[src/rtl/dcd_pkg.sv]
package dcd_pkg;
  // strobe bit positions inside the sampled vector
  localparam int NSTB    = 4;
  localparam int S_RAS   = 0;
  localparam int S_CAS   = 1;
  localparam int S_WE    = 2;
  localparam int S_OE    = 3;

  // report bit positions (user visible encoding)
  localparam int NTYPE   = 8;
  localparam int T_READ  = 0;
  localparam int T_EWR   = 1;
  localparam int T_DWR   = 2;
  localparam int T_RMW   = 3;
  localparam int T_RORF  = 4;
  localparam int T_CBRF  = 5;
  localparam int T_HIDF  = 6;
  localparam int T_STBY  = 7;
  localparam int TW      = $clog2(NTYPE);

  typedef enum logic [2:0] {
    ST_IDLE, ST_ROW, ST_COL, ST_CBR, ST_HOLD, ST_ERR
  } dcd_state_e;
endpackage

[src/rtl/dcd_sync.sv]
module dcd_sync #(
  parameter int          WIDTH     = 4,
  parameter int          STAGES    = 2,
  parameter logic [WIDTH-1:0] RST_VAL = '1
) (
  input  logic             clk,
  input  logic             rst_n,
  input  logic [WIDTH-1:0] din,
  output logic [WIDTH-1:0] dout
);
  logic [STAGES-1:0][WIDTH-1:0] stage_q;

  generate
    if (STAGES == 1) begin : g_single
      always_ff @(posedge clk or negedge rst_n) begin
        if (!rst_n) stage_q[0] <= RST_VAL;
        else        stage_q[0] <= din;
      end
    end else begin : g_chain
      always_ff @(posedge clk or negedge rst_n) begin
        if (!rst_n) stage_q <= {STAGES{RST_VAL}};
        else        stage_q <= {stage_q[STAGES-2:0], din};
      end
    end
  endgenerate

  assign dout = stage_q[STAGES-1];
endmodule

[src/rtl/dcd_edge.sv]
module dcd_edge #(
  parameter int WIDTH = 4
) (
  input  logic             clk,
  input  logic             rst_n,
  input  logic [WIDTH-1:0] cur,
  output logic [WIDTH-1:0] prev,
  output logic [WIDTH-1:0] fall,
  output logic [WIDTH-1:0] rise
);
  logic [WIDTH-1:0] prev_q;

  always_ff @(posedge clk or negedge rst_n) begin
    if (!rst_n) prev_q <= '1;
    else        prev_q <= cur;
  end

  assign prev = prev_q;
  assign fall = prev_q & ~cur;
  assign rise = ~prev_q & cur;
endmodule

[src/rtl/dcd_classifier.sv]
module dcd_classifier
  import dcd_pkg::*;
(
  input  logic             clk,
  input  logic             rst_n,
  input  logic [NSTB-1:0]  cur,
  input  logic [NSTB-1:0]  prev,
  input  logic [NSTB-1:0]  fall,
  input  logic [NSTB-1:0]  rise,
  output logic [NTYPE-1:0] cyc_type,
  output logic             row_cap,
  output logic             col_cap,
  output logic             drive,
  output logic             perr
);
  dcd_state_e       state_q, state_d;
  logic [TW-1:0]    cls_q, cls_d;
  logic             colseen_q, colseen_d;
  logic             rd_ok_q, rd_ok_d;
  logic             hid_q, hid_d;
  logic [NTYPE-1:0] rep_d, rep_q;
  logic             rowc_d, rowc_q, colc_d, colc_q, drv_d, drv_q, err_d, err_q;
  logic             ras_chg, cas_chg, both;

  assign ras_chg = fall[S_RAS] | rise[S_RAS];
  assign cas_chg = fall[S_CAS] | rise[S_CAS];
  assign both    = ras_chg & cas_chg;

  always_comb begin
    state_d   = state_q;
    cls_d     = cls_q;
    colseen_d = colseen_q;
    rd_ok_d   = rd_ok_q;
    hid_d     = hid_q;
    rep_d     = '0;
    rowc_d    = 1'b0;
    colc_d    = 1'b0;
    err_d     = both;
    unique case (state_q)
      ST_IDLE: if (fall[S_RAS]) begin
        rd_ok_d = 1'b0;
        if (both) begin
          state_d = ST_ERR;
        end else if (!prev[S_CAS]) begin
          state_d = ST_CBR;
          hid_d   = 1'b0;
        end else begin
          state_d   = ST_ROW;
          rowc_d    = 1'b1;
          colseen_d = 1'b0;
        end
      end
      ST_ROW: begin
        if (rise[S_RAS]) begin
          rep_d[colseen_q ? cls_q : TW'(T_RORF)] = 1'b1;
          state_d = ST_IDLE;
          rd_ok_d = 1'b0;
        end else if (fall[S_CAS]) begin
          state_d   = ST_COL;
          colc_d    = 1'b1;
          colseen_d = 1'b1;
          cls_d     = cur[S_WE] ? TW'(T_READ) : TW'(T_EWR);
          rd_ok_d   = cur[S_WE];
        end
      end
      ST_COL: begin
        if (rise[S_RAS]) begin
          rep_d[cls_q] = 1'b1;
          if (!cur[S_CAS]) begin
            state_d = ST_HOLD;
            rd_ok_d = (cls_q == TW'(T_READ));
          end else begin
            state_d = ST_IDLE;
            rd_ok_d = 1'b0;
          end
        end else begin
          if (fall[S_WE] && cls_q == TW'(T_READ)) begin
            if (!prev[S_OE]) begin
              cls_d = TW'(T_RMW);
            end else begin
              cls_d   = TW'(T_DWR);
              rd_ok_d = 1'b0;
            end
          end
          if (rise[S_CAS]) state_d = ST_ROW;
        end
      end
      ST_HOLD: begin
        if (fall[S_RAS]) begin
          state_d = both ? ST_ERR : ST_CBR;
          hid_d   = rd_ok_q;
        end else if (rise[S_CAS]) begin
          state_d = ST_IDLE;
          rd_ok_d = 1'b0;
        end
      end
      ST_CBR: begin
        if (rise[S_RAS]) begin
          rep_d[hid_q ? TW'(T_HIDF) : TW'(T_CBRF)] = 1'b1;
          if (!cur[S_CAS]) begin
            state_d = ST_HOLD;
          end else begin
            state_d = ST_IDLE;
            rd_ok_d = 1'b0;
          end
        end else if (rise[S_CAS]) begin
          rd_ok_d = 1'b0;
        end
      end
      ST_ERR: if (cur[S_RAS] && cur[S_CAS]) state_d = ST_IDLE;
      default: state_d = ST_IDLE;
    endcase
    if (state_d == ST_IDLE && rep_d == '0) rep_d[T_STBY] = 1'b1;
    drv_d = (state_d == ST_COL || state_d == ST_HOLD || state_d == ST_CBR) &&
            rd_ok_d && !cur[S_OE] && !cur[S_CAS];
  end

  always_ff @(posedge clk or negedge rst_n) begin
    if (!rst_n) begin
      state_q   <= ST_IDLE;
      cls_q     <= TW'(T_READ);
      colseen_q <= 1'b0;
      rd_ok_q   <= 1'b0;
      hid_q     <= 1'b0;
      rep_q     <= NTYPE'(1) << T_STBY;
      rowc_q    <= 1'b0;
      colc_q    <= 1'b0;
      drv_q     <= 1'b0;
      err_q     <= 1'b0;
    end else begin
      state_q   <= state_d;
      cls_q     <= cls_d;
      colseen_q <= colseen_d;
      rd_ok_q   <= rd_ok_d;
      hid_q     <= hid_d;
      rep_q     <= rep_d;
      rowc_q    <= rowc_d;
      colc_q    <= colc_d;
      drv_q     <= drv_d;
      err_q     <= err_d;
    end
  end

  assign cyc_type = rep_q;
  assign row_cap  = rowc_q;
  assign col_cap  = colc_q;
  assign drive    = drv_q;
  assign perr     = err_q;

  // at most one report bit at a time
  assert_type_onehot_R9: assert property (@(posedge clk) disable iff (!rst_n)
    $onehot0(rep_q));

  // a non-idle report follows a sampled row-strobe rise
  assert_report_on_rise_R9: assert property (@(posedge clk) disable iff (!rst_n)
    ((rep_q & ~(NTYPE'(1) << T_STBY)) != '0) |-> $past(rise[S_RAS]));

  // a row capture never comes from a row fall with the column strobe low
  assert_no_row_in_cbr_R3: assert property (@(posedge clk) disable iff (!rst_n)
    rowc_q |-> $past(prev[S_CAS]));

  // an early-write column access leaves the data pins undriven
  assert_early_no_drive_R4: assert property (@(posedge clk) disable iff (!rst_n)
    (colc_q && $past(!cur[S_WE])) |-> !drv_q);

  // data pins only driven while output enable was sampled low
  assert_drive_needs_oe_R7: assert property (@(posedge clk) disable iff (!rst_n)
    drv_q |-> $past(!cur[S_OE] && !cur[S_CAS]));

  // row and column capture never in the same cycle
  assert_caps_exclusive_R10: assert property (@(posedge clk) disable iff (!rst_n)
    !(rowc_q && colc_q));
endmodule

[src/rtl/dram_cycle_decoder.sv]
module dram_cycle_decoder
  import dcd_pkg::*;
#(
  parameter int SYNC_STAGES = 2,
  parameter int RST_STAGES  = 2
) (
  input  logic             clk,
  input  logic             rst_n,
  input  logic             ras_n,
  input  logic             cas_n,
  input  logic             we_n,
  input  logic             oe_n,
  output logic [NTYPE-1:0] cyc_type,
  output logic             row_capture,
  output logic             col_capture,
  output logic             dq_drive,
  output logic             proto_err
);
  logic [RST_STAGES-1:0] rst_pipe_q;
  logic                  rst_int_n;
  logic [NSTB-1:0]       raw, cur, prev, fall, rise;

  // asynchronous assertion, synchronous release
  always_ff @(posedge clk or negedge rst_n) begin
    if (!rst_n) rst_pipe_q <= '0;
    else        rst_pipe_q <= {rst_pipe_q[RST_STAGES-2:0], 1'b1};
  end
  assign rst_int_n = rst_pipe_q[RST_STAGES-1];

  always_comb begin
    raw         = '1;
    raw[S_RAS]  = ras_n;
    raw[S_CAS]  = cas_n;
    raw[S_WE]   = we_n;
    raw[S_OE]   = oe_n;
  end

  dcd_sync #(.WIDTH(NSTB), .STAGES(SYNC_STAGES), .RST_VAL('1)) u_sync (
    .clk(clk), .rst_n(rst_int_n), .din(raw), .dout(cur)
  );

  dcd_edge #(.WIDTH(NSTB)) u_edge (
    .clk(clk), .rst_n(rst_int_n), .cur(cur), .prev(prev), .fall(fall), .rise(rise)
  );

  dcd_classifier u_cls (
    .clk(clk), .rst_n(rst_int_n), .cur(cur), .prev(prev), .fall(fall), .rise(rise),
    .cyc_type(cyc_type), .row_cap(row_capture), .col_cap(col_capture),
    .drive(dq_drive), .perr(proto_err)
  );
endmodule

[config.mk]
export PLATFORM = sky130hd
export DESIGN_NAME = dram_cycle_decoder
export DESIGN_NICKNAME = d
export VERILOG_FILES = /design/src/rtl/dcd_pkg.sv /design/src/rtl/dcd_sync.sv /design/src/rtl/dcd_edge.sv /design/src/rtl/dcd_classifier.sv /design/src/rtl/dram_cycle_decoder.sv
export SDC_FILE = /design/constraint.sdc
export NUM_CORES = 1
export LEC_CHECK = 0
export ABC_AREA = 1
export BUFFER_PORTS_ARGS = -buffer_cell sky130_fd_sc_hd__buf_2
export CORE_ASPECT_RATIO = 2
export CORE_MARGIN = 4
export CORE_UTILIZATION = 56
export CTS_CLUSTER_SIZE = 20
export DETAILED_ROUTE_END_ITERATION = 16
export PLACE_DENSITY = 0.85
export SLEW_MARGIN = 15
export SYNTH_ARGS = -nofsm -noshare
export SYNTH_HDL_FRONTEND = slang
export SYNTH_SLANG_ARGS = --single-unit
[constraint.sdc]
create_clock -name clk -period 1.39 [get_ports clk]
set_input_delay 0.0695 -clock clk [delete_from_list [all_inputs] [get_ports clk]]
set_output_delay 0.0695 -clock clk [all_outputs]
set_load 0.1 [all_outputs]
# --- Word level (Yosys, flattened, before mapping) ---
# Cells that the tools add are included.
totals:
  ff_bits: 35
  input_bits: 6
  out_inout_bits: 12
  word_cells: 131
classes:
  n_lt_le_gt_ge: 6
  eq_ne: 17
  muxes: 64
  bitwise_logic: 7
  reduce_logical: 23
op_table:
  columns: ["cell", "n"]
  rows:
  - ["two-way mux 3 bit", 17]
  - ["two-way mux 1 bit", 33]
  - ["two-way mux 8 bit", 3]
  - ["case mux 8 bit (3 select lines)", 1]
  - ["case mux 3 bit (6 select lines)", 1]
  - ["equality test 3 x 2 -> 1 bit (second input constant)", 4]
  - ["!= test 2 x 1 -> 1 bit (second input constant)", 5]
  - ["AND reduction 5 bit", 2]
  - ["demux 1 bit (select 3 bit)", 3]
  - ["equality test 3 bit (second input constant)", 3]
  - [">= comparator 3 x 1 -> 1 bit (second input constant)", 3]
  - ["logical AND 1 bit", 9]
  - ["zero test 3 bit", 3]
  - ["zero test 8 bit", 1]
  - ["< comparator 3 x 4 -> 1 bit (second input constant)", 2]
  - ["!= test 2 bit (second input constant)", 4]
  - ["case mux 3 bit (2 select lines)", 1]
  - ["AND reduction 6 bit", 1]
  - ["nonzero test 2 bit", 3]
  - ["< comparator 3 x 5 -> 1 bit (second input constant)", 1]
  - ["case mux 1 bit (5 select lines)", 1]
  - ["two-way mux 2 bit", 2]
  - ["case mux 1 bit (2 select lines)", 2]
  - ["bitwise AND 3 bit", 1]
  - ["other kinds (8)", 11]

# --- Longest topological paths before layout ---
logic_depth:
  depth_word: 13
  ltp_mapped: 12

# --- Modules after synthesis ---
# Synthesis repeated with hierarchy kept, for this count alone.
unflattened:
  cells_unflattened: 170
  hier_area_um2: 1462.7
modules_own_cells:
  columns: ["mod", "instances", "cells_each", "area_per_inst_um2", "seq_area_each_um2"]
  rows:
  - ["dcd_classifier", 1, 135, 1003.5, 476.7]
  - ["dcd_sync", 1, 12, 240.2, 210.2]
  - ["dcd_edge", 1, 20, 165.2, 105.1]
  - ["dram_cycle_decoder", 1, 3, 53.8, 50.0]

# --- Worst setup path after synthesis ---
# No wires, ideal clock.
synth_timing:
  path_type: "flip-flop to flip-flop"
  start: "reg u_sync.stage_q (netlist bit u_sync.dout[1])"
  end: "reg u_cls.drv_q (netlist: u_cls.drive)"
  setup_time_ns: 0.118
  arrival_time_ns: 1.536
  required_time_ns: 1.272
  setup_slack_ns: -0.264
  path_stages_with_launch: 13
  n_path_buf: 0
  synth_period_minus_slack_ns: 1.654
  cell_sequence: "dfstp_2 inv_1 ha_1 inv_1 nand2_1 nand2_1 nand2_1 nand2_1 nand2_1 nor2_1 nand2_1 nand3_1 nor2_2"
synth_via:
  elab_chain_cells: 13
synth_rtl:
  columns: ["item", "line", "rtl"]
  rows:
  - ["from (decl)", "dcd_sync.sv:11", "logic [STAGES-1:0][WIDTH-1:0] stage_q;"]
  - ["from (signal assigned)", "dcd_sync.sv:21", "if (!rst_n) stage_q <= {STAGES{RST_VAL}};"]
  - ["from (signal assigned)", "dcd_sync.sv:22", "else stage_q <= {stage_q[STAGES-2:0], din};"]
  - ["NOT 3 bit", "dcd_edge.sv:19", "assign fall = prev_q & ~cur;"]
  - ["bitwise AND 3 bit", "dcd_edge.sv:19", null]
  - ["OR 1 bit", "dcd_classifier.sv:26", "assign cas_chg = fall[S_CAS] | rise[S_CAS];"]
  - ["bitwise AND 1 bit", "dcd_classifier.sv:27", "assign both = ras_chg & cas_chg;"]
  - ["two-way mux 3 bit, on equally long branches", "dcd_classifier.sv:42, dcd_classifier.sv:90", null]
  - ["two-way mux 3 bit, on equally long branches", "dcd_classifier.sv:40, dcd_classifier.sv:89", null]
  - ["case mux 3 bit (6 select lines)", "dcd_classifier.sv:39", "unique case (state_q)"]
  - ["equality test 3 x 2 -> 1 bit or equality test 3 bit (tied branches)", "dcd_classifier.sv:114", "drv_d = (state_d == ST_COL || state_d == ST_HOLD || state_d == ST_CBR) &&"]
  - ["logical OR 1 bit (2 in a row)", "dcd_classifier.sv:114", null]
  - ["logical AND 1 bit", "dcd_classifier.sv:114", null]
  - ["logical AND 1 bit", "dcd_classifier.sv:115", "rd_ok_d && !cur[S_OE] && !cur[S_CAS];"]
  - ["logical AND 1 bit *", "dcd_classifier.sv:115", null]
  - ["via u_cls.drv_d", "dcd_classifier.sv:22", "logic rowc_d, rowc_q, colc_d, colc_q, drv_d, drv_q, err_d, err_q;"]
  - ["to (signal assigned)", "dcd_classifier.sv:139", "drv_q <= drv_d;"]
  - ["to (decl)", "dcd_classifier.sv:22", null]
# The timed path passes the listed nets; every way through them passes the cells marked *.
# A chain may end at the register's enable or synchronous reset.

# --- Worst setup path in the final report ---
layout_timing:
  start: "reg u_cls.cls_q[1]"
  end: "reg u_cls.drv_q (netlist: u_cls.drive)"
layout_via:
  elab_chain_cells: 8
layout_rtl:
  columns: ["item", "line", "rtl"]
  rows:
  - ["from (decl)", "dcd_classifier.sv:17", "logic [TW-1:0] cls_q, cls_d;"]
  - ["from (signal assigned)", "dcd_classifier.sv:121", "cls_q <= TW'(T_READ);"]
  - ["from (signal assigned)", "dcd_classifier.sv:132", "cls_q <= cls_d;"]
  - ["zero test 3 bit *", "dcd_classifier.sv:71, dcd_classifier.sv:77", null]
  - ["logical AND 1 bit", "dcd_classifier.sv:77", "if (fall[S_WE] && cls_q == TW'(T_READ)) begin"]
  - ["two-way mux 1 bit", "dcd_classifier.sv:77", null]
  - ["two-way mux 1 bit *", "dcd_classifier.sv:67", "if (rise[S_RAS]) begin"]
  - ["case mux 1 bit (5 select lines) *", "dcd_classifier.sv:39", null]
  - ["via u_cls.rd_ok_d", "dcd_classifier.sv:19", "logic rd_ok_q, rd_ok_d;"]
  - ["logical AND 1 bit *", "dcd_classifier.sv:114", null]
  - ["logical AND 1 bit * (2 in a row)", "dcd_classifier.sv:115", null]
  - ["via u_cls.drv_d", "dcd_classifier.sv:22", null]
# Marks and branches as above.

==> summary.md <==
- number of warnings issued by yosys: 0
- number of antenna violations at the first check in global routing: 0
- total number of vias: 1719
- count of endpoints failing hold in the final timing report: 0
- CP cell instances: nor2_1, inv_1, nor3_1, nor2_1, nand2_2, nand3_2, nor2_2
- P&R area growth vs syn: 58.9%
- total congestion overflow after global routing: 0
- post-DR wirelength/cell: 27.8 um
- Clock Latency Late Sink: 0.30 ns
- worst-case vdd ir drop: 1.98 mV
- buffer type at the clock tree root: sky130_fd_sc_hd__clkbuf_8
- GRT Total Usage: 0.367
- die span in y: 82.8 um
- minimum setup slack in the final design: -0.549 ns
- Crit path arrival time: 2.16 ns
- end of the worst register-to-register path: u_cls.drive
- Worst R2R Path Depth: 7
- synth unique cells: 24
- type of element capturing the critical path: register
- part of the cycle the worst path needs: 1.40
- Worst Setup Start Kind: register
- Crit Path Max Fanout: 4
- Post-Syn Instances: 169
- count of final max-slew check failures: 0
- antenna diode instance count: 0
- placement-stage worst setup slack: -0.334 ns
- final net count: 245
- Top-Level Pins: 18
- number of clock sinks: 33
- area share of xor/xnor cells in the synthesized design: 0
- Most used DFF post-synth: sky130_fd_sc_hd__dfrtp_1
- sum of negative setup slack: -4.58 ns
- basic-gate share of the synthesized area counting and, or, nand and nor cells: 0.333
- number of buffers on the longest clock path: 2
- worst min path class: in2async
- highest clock rate: 516 MHz
- Top delay family on crit path: simple AND/OR/NAND/NOR gates
- maximum number of pins on one net before global-route repair: 32
- slowest stage cell on the critical path: sky130_fd_sc_hd__dfrtp_1
- number of DRC violations after detailed-routing iteration 0: 144
- power per standard cell area: 1890 mW/mm2
- row cnt: 26
- number of max-capacitance violations reported: 0
- main combinational cell family by area after synthesis: simple AND/OR/NAND/NOR gates
- post-route clock skew: 0.00722 ns
- type of the setup path with the least slack: reg2reg
- first-pass GRT wire length: 9160 um
- total placed instance area: 0.00182 mm2
- number of buffers added by the clock tree synthesis step: 5
- Critical Path Start: u_cls.cls_q[1]
- proportion of synthesized chip area in sequential cells: 0.538
- count of TritonRoute iterations in the first routing pass: 5
- Worst path max stage delay: 0.49 ns
- full die area: 0.00376 mm2
- multiplexer area fraction after synthesis: 0
- number of global-route vias before repair: 1753
- clock-pin slew on the worst setup and hold paths: 0.07 ns
- Residual DRC: 0
- CP most frequent cell: sky130_fd_sc_hd__nor2_1
- Async SR Flop Fraction: 1.00
- final cell area excluding filler cells: 0.00249 mm2
- worst hold slack across all endpoints: 0.133 ns
- vias per inst: 6.51
- proportion of layout cells with a drive suffix above 1: 0.644
- total number of cells along the worst setup path: 7
- static leakage: 1.21 nW
- Post-Synth Adder-Cell Area: 0.0320
- H-tree Lvls: 2
- clock tree from TritonCTS: done
- estimated wirelength of the detail-placed design: 2900 um
- port buffer count: 17
- final setup violation count: 15
- Die Wd: 45.4 um
- routability-driven placement congestion ratio: 0.891
- area inside the core boundary: 0.00260 mm2
- number of buffer and inverter instances along the worst setup path: 1
- Mapped Area: 0.00157 mm2
- run status: complete, but fails checks
- starting utilization of the core area: 0.601
- violations in the final reports: negative setup slack
- synthesized area per cell: 9.26 um2
- number of flip-flops and latches in the synthesized netlist: 33
- Post-DRT Antenna Nets: 0
- Critical Path End: u_cls.drive
- endpoint required time on the critical path: 1.62 ns
- Reg2Reg Setup Slack: -0.55 ns
- RSZ-0062 raised after global routing: yes
- crit path time final: 1.94 ns
- Synth Area in Compound Gates: 0.0256
- Worst R2R Start: u_cls.cls_q[1]
- Detailed Route WL: 7340 um
- number of enable-type register cells in the synthesized netlist: 0
[through the flow]
step	power (mW)	util	instances
floorplan	2.35	-	170
global placement	2.65	0.700	229
detailed placement	2.71	0.700	229
CTS	3.92	0.849	254
global route	4.83	0.956	264
finish	4.70	0.956	264
[what timing repair did]
action / CTS / global route
setup buffers: 12 / 10
endpoints found under the setup margin: 15 / 15
pin swaps: 23 / 30
hold buffers: 5 / 0
gates resized for setup: 36 / 55
endpoints found under the hold margin: 6 / 0
gates cloned: 0 / 0
[routing by layer]
metal  vias to the layer above  global-route usage  share of wire
met3                        83               0.154          0.092
met1                       807               0.296           0.28
met2                       166               0.636           0.51
li1                        663                   -              -
met5                         -                   0              0
met4                         0               0.305           0.12
[synth_stat cells (2+ instances only)]
library cell	number	area share
sky130_fd_sc_hd__inv_1	18	0.043
sky130_fd_sc_hd__ha_1	4	0.032
sky130_fd_sc_hd__a21oi_1	4	0.013
sky130_fd_sc_hd__dfstp_2	13	0.22
sky130_fd_sc_hd__conb_1	2	0.0048
sky130_fd_sc_hd__nand3_4	2	0.022
sky130_fd_sc_hd__o21ai_0	4	0.013
sky130_fd_sc_hd__nor2_1	25	0.060
sky130_fd_sc_hd__dfrtp_1	20	0.32
sky130_fd_sc_hd__nand3_1	12	0.038
sky130_fd_sc_hd__nor2_2	5	0.020
sky130_fd_sc_hd__inv_2	6	0.014
sky130_fd_sc_hd__nand4_1	2	0.0080
sky130_fd_sc_hd__nor3_1	7	0.022
sky130_fd_sc_hd__nor2_4	3	0.022
sky130_fd_sc_hd__nand2_1	34	0.082
[sequential cells by signal, indices dropped and copies added, names as in the netlist]
register / count
rst_pipe_q: 2
u_cls.cls_q: 2
u_cls.col_cap: 1
u_cls.colseen_q: 1
u_cls.cyc_type: 8
u_cls.drive: 1
u_cls.perr: 1
u_cls.rd_ok_q: 1
u_cls.row_cap: 1
u_cls.state_q: 3
u_edge.prev: 4
u_sync.dout: 4
u_sync.stage_q: 4
[report_power, final]
| part | leakage [nW] | switching [mW] | internal, mW | total [mW] |
|---|---|---|---|---|
| sequential | 0.396 | 0.187 | 1.13 | 1.31 |
| combinational | 0.761 | 1.63 | 0.782 | 2.41 |
| clock | 0.0574 | 0.385 | 0.583 | 0.968 |
| total | 1.21 | 2.20 | 2.49 | 4.70 |
[layout by cell type (no fill, tap or decap)]
cell type	netlist	final
sky130_fd_sc_hd__nor3_2	1	2
sky130_fd_sc_hd__nand4_1	2	2
sky130_fd_sc_hd__inv_6	0	1
sky130_fd_sc_hd__nor4_4	0	1
sky130_fd_sc_hd__inv_2	6	9
sky130_fd_sc_hd__nor2_4	3	8
sky130_fd_sc_hd__nor2_1	25	13
sky130_fd_sc_hd__conb_1	2	3
sky130_fd_sc_hd__clkinvlp_4	0	1
sky130_fd_sc_hd__nand2_4	0	6
sky130_fd_sc_hd__dfstp_2	13	13
sky130_fd_sc_hd__nor3_4	0	2
sky130_fd_sc_hd__nand3_2	1	6
sky130_fd_sc_hd__nand2_1	34	17
sky130_fd_sc_hd__o21ai_1	0	2
sky130_fd_sc_hd__a21oi_1	4	2
sky130_fd_sc_hd__buf_4	0	22
sky130_fd_sc_hd__inv_4	0	5
sky130_fd_sc_hd__o21ai_0	4	2
sky130_fd_sc_hd__dfrtp_1	20	20
sky130_fd_sc_hd__buf_2	0	17
sky130_fd_sc_hd__bufinv_16	0	1
sky130_fd_sc_hd__nor3_1	7	4
sky130_fd_sc_hd__nand4_4	1	2
sky130_fd_sc_hd__ha_4	0	4
sky130_fd_sc_hd__inv_1	18	8
sky130_fd_sc_hd__nand3_4	2	3
sky130_fd_sc_hd__dlygate4sd3_1	0	5
sky130_fd_sc_hd__inv_8	0	1
sky130_fd_sc_hd__buf_6	0	15
sky130_fd_sc_hd__clkbuf_8	1	6
sky130_fd_sc_hd__nand3_1	12	6
sky130_fd_sc_hd__a21oi_4	0	2
sky130_fd_sc_hd__nand2_2	1	12
sky130_fd_sc_hd__nor2_2	5	12
sky130_fd_sc_hd__nor2_8	1	1
[cell type report]
| type | count | area (um2) |
|---|---|---|
| clock inverters | 2 | 37.5 |
| well taps | 28 | 35.0 |
| fillers | 62 | 115 |
| clock buffers | 6 | 82.6 |
| inverters | 24 | 115 |
| multi-input cells | 112 | 906 |
| flip-flops and latches | 33 | 842 |
| repair buffers | 59 | 469 |
[logic make-up after synthesis]
kind of cell               Yosys count
adders and majority gates            4
and+or+nand+nor                     97
buffers and inverters               25
other                                2
AOI/OAI and AO/OA                    8
DFF                                 33
[how the worst min path moves through the flow]
stage,slack [ns],endpoint,depth (start not counted),start
after floorplan,-0.23,rst_pipe_q[0],0,rst_n
after global placement,-0.15,rst_pipe_q[0],1,rst_n
after detailed placement,-0.14,rst_pipe_q[0],1,rst_n
after CTS,0.09,rst_pipe_q[1],2,rst_n
after global routing,0.11,rst_pipe_q[0],2,rst_n
final,0.13,rst_pipe_q[1],2,rst_n
(Power assumes the default switching activity.)
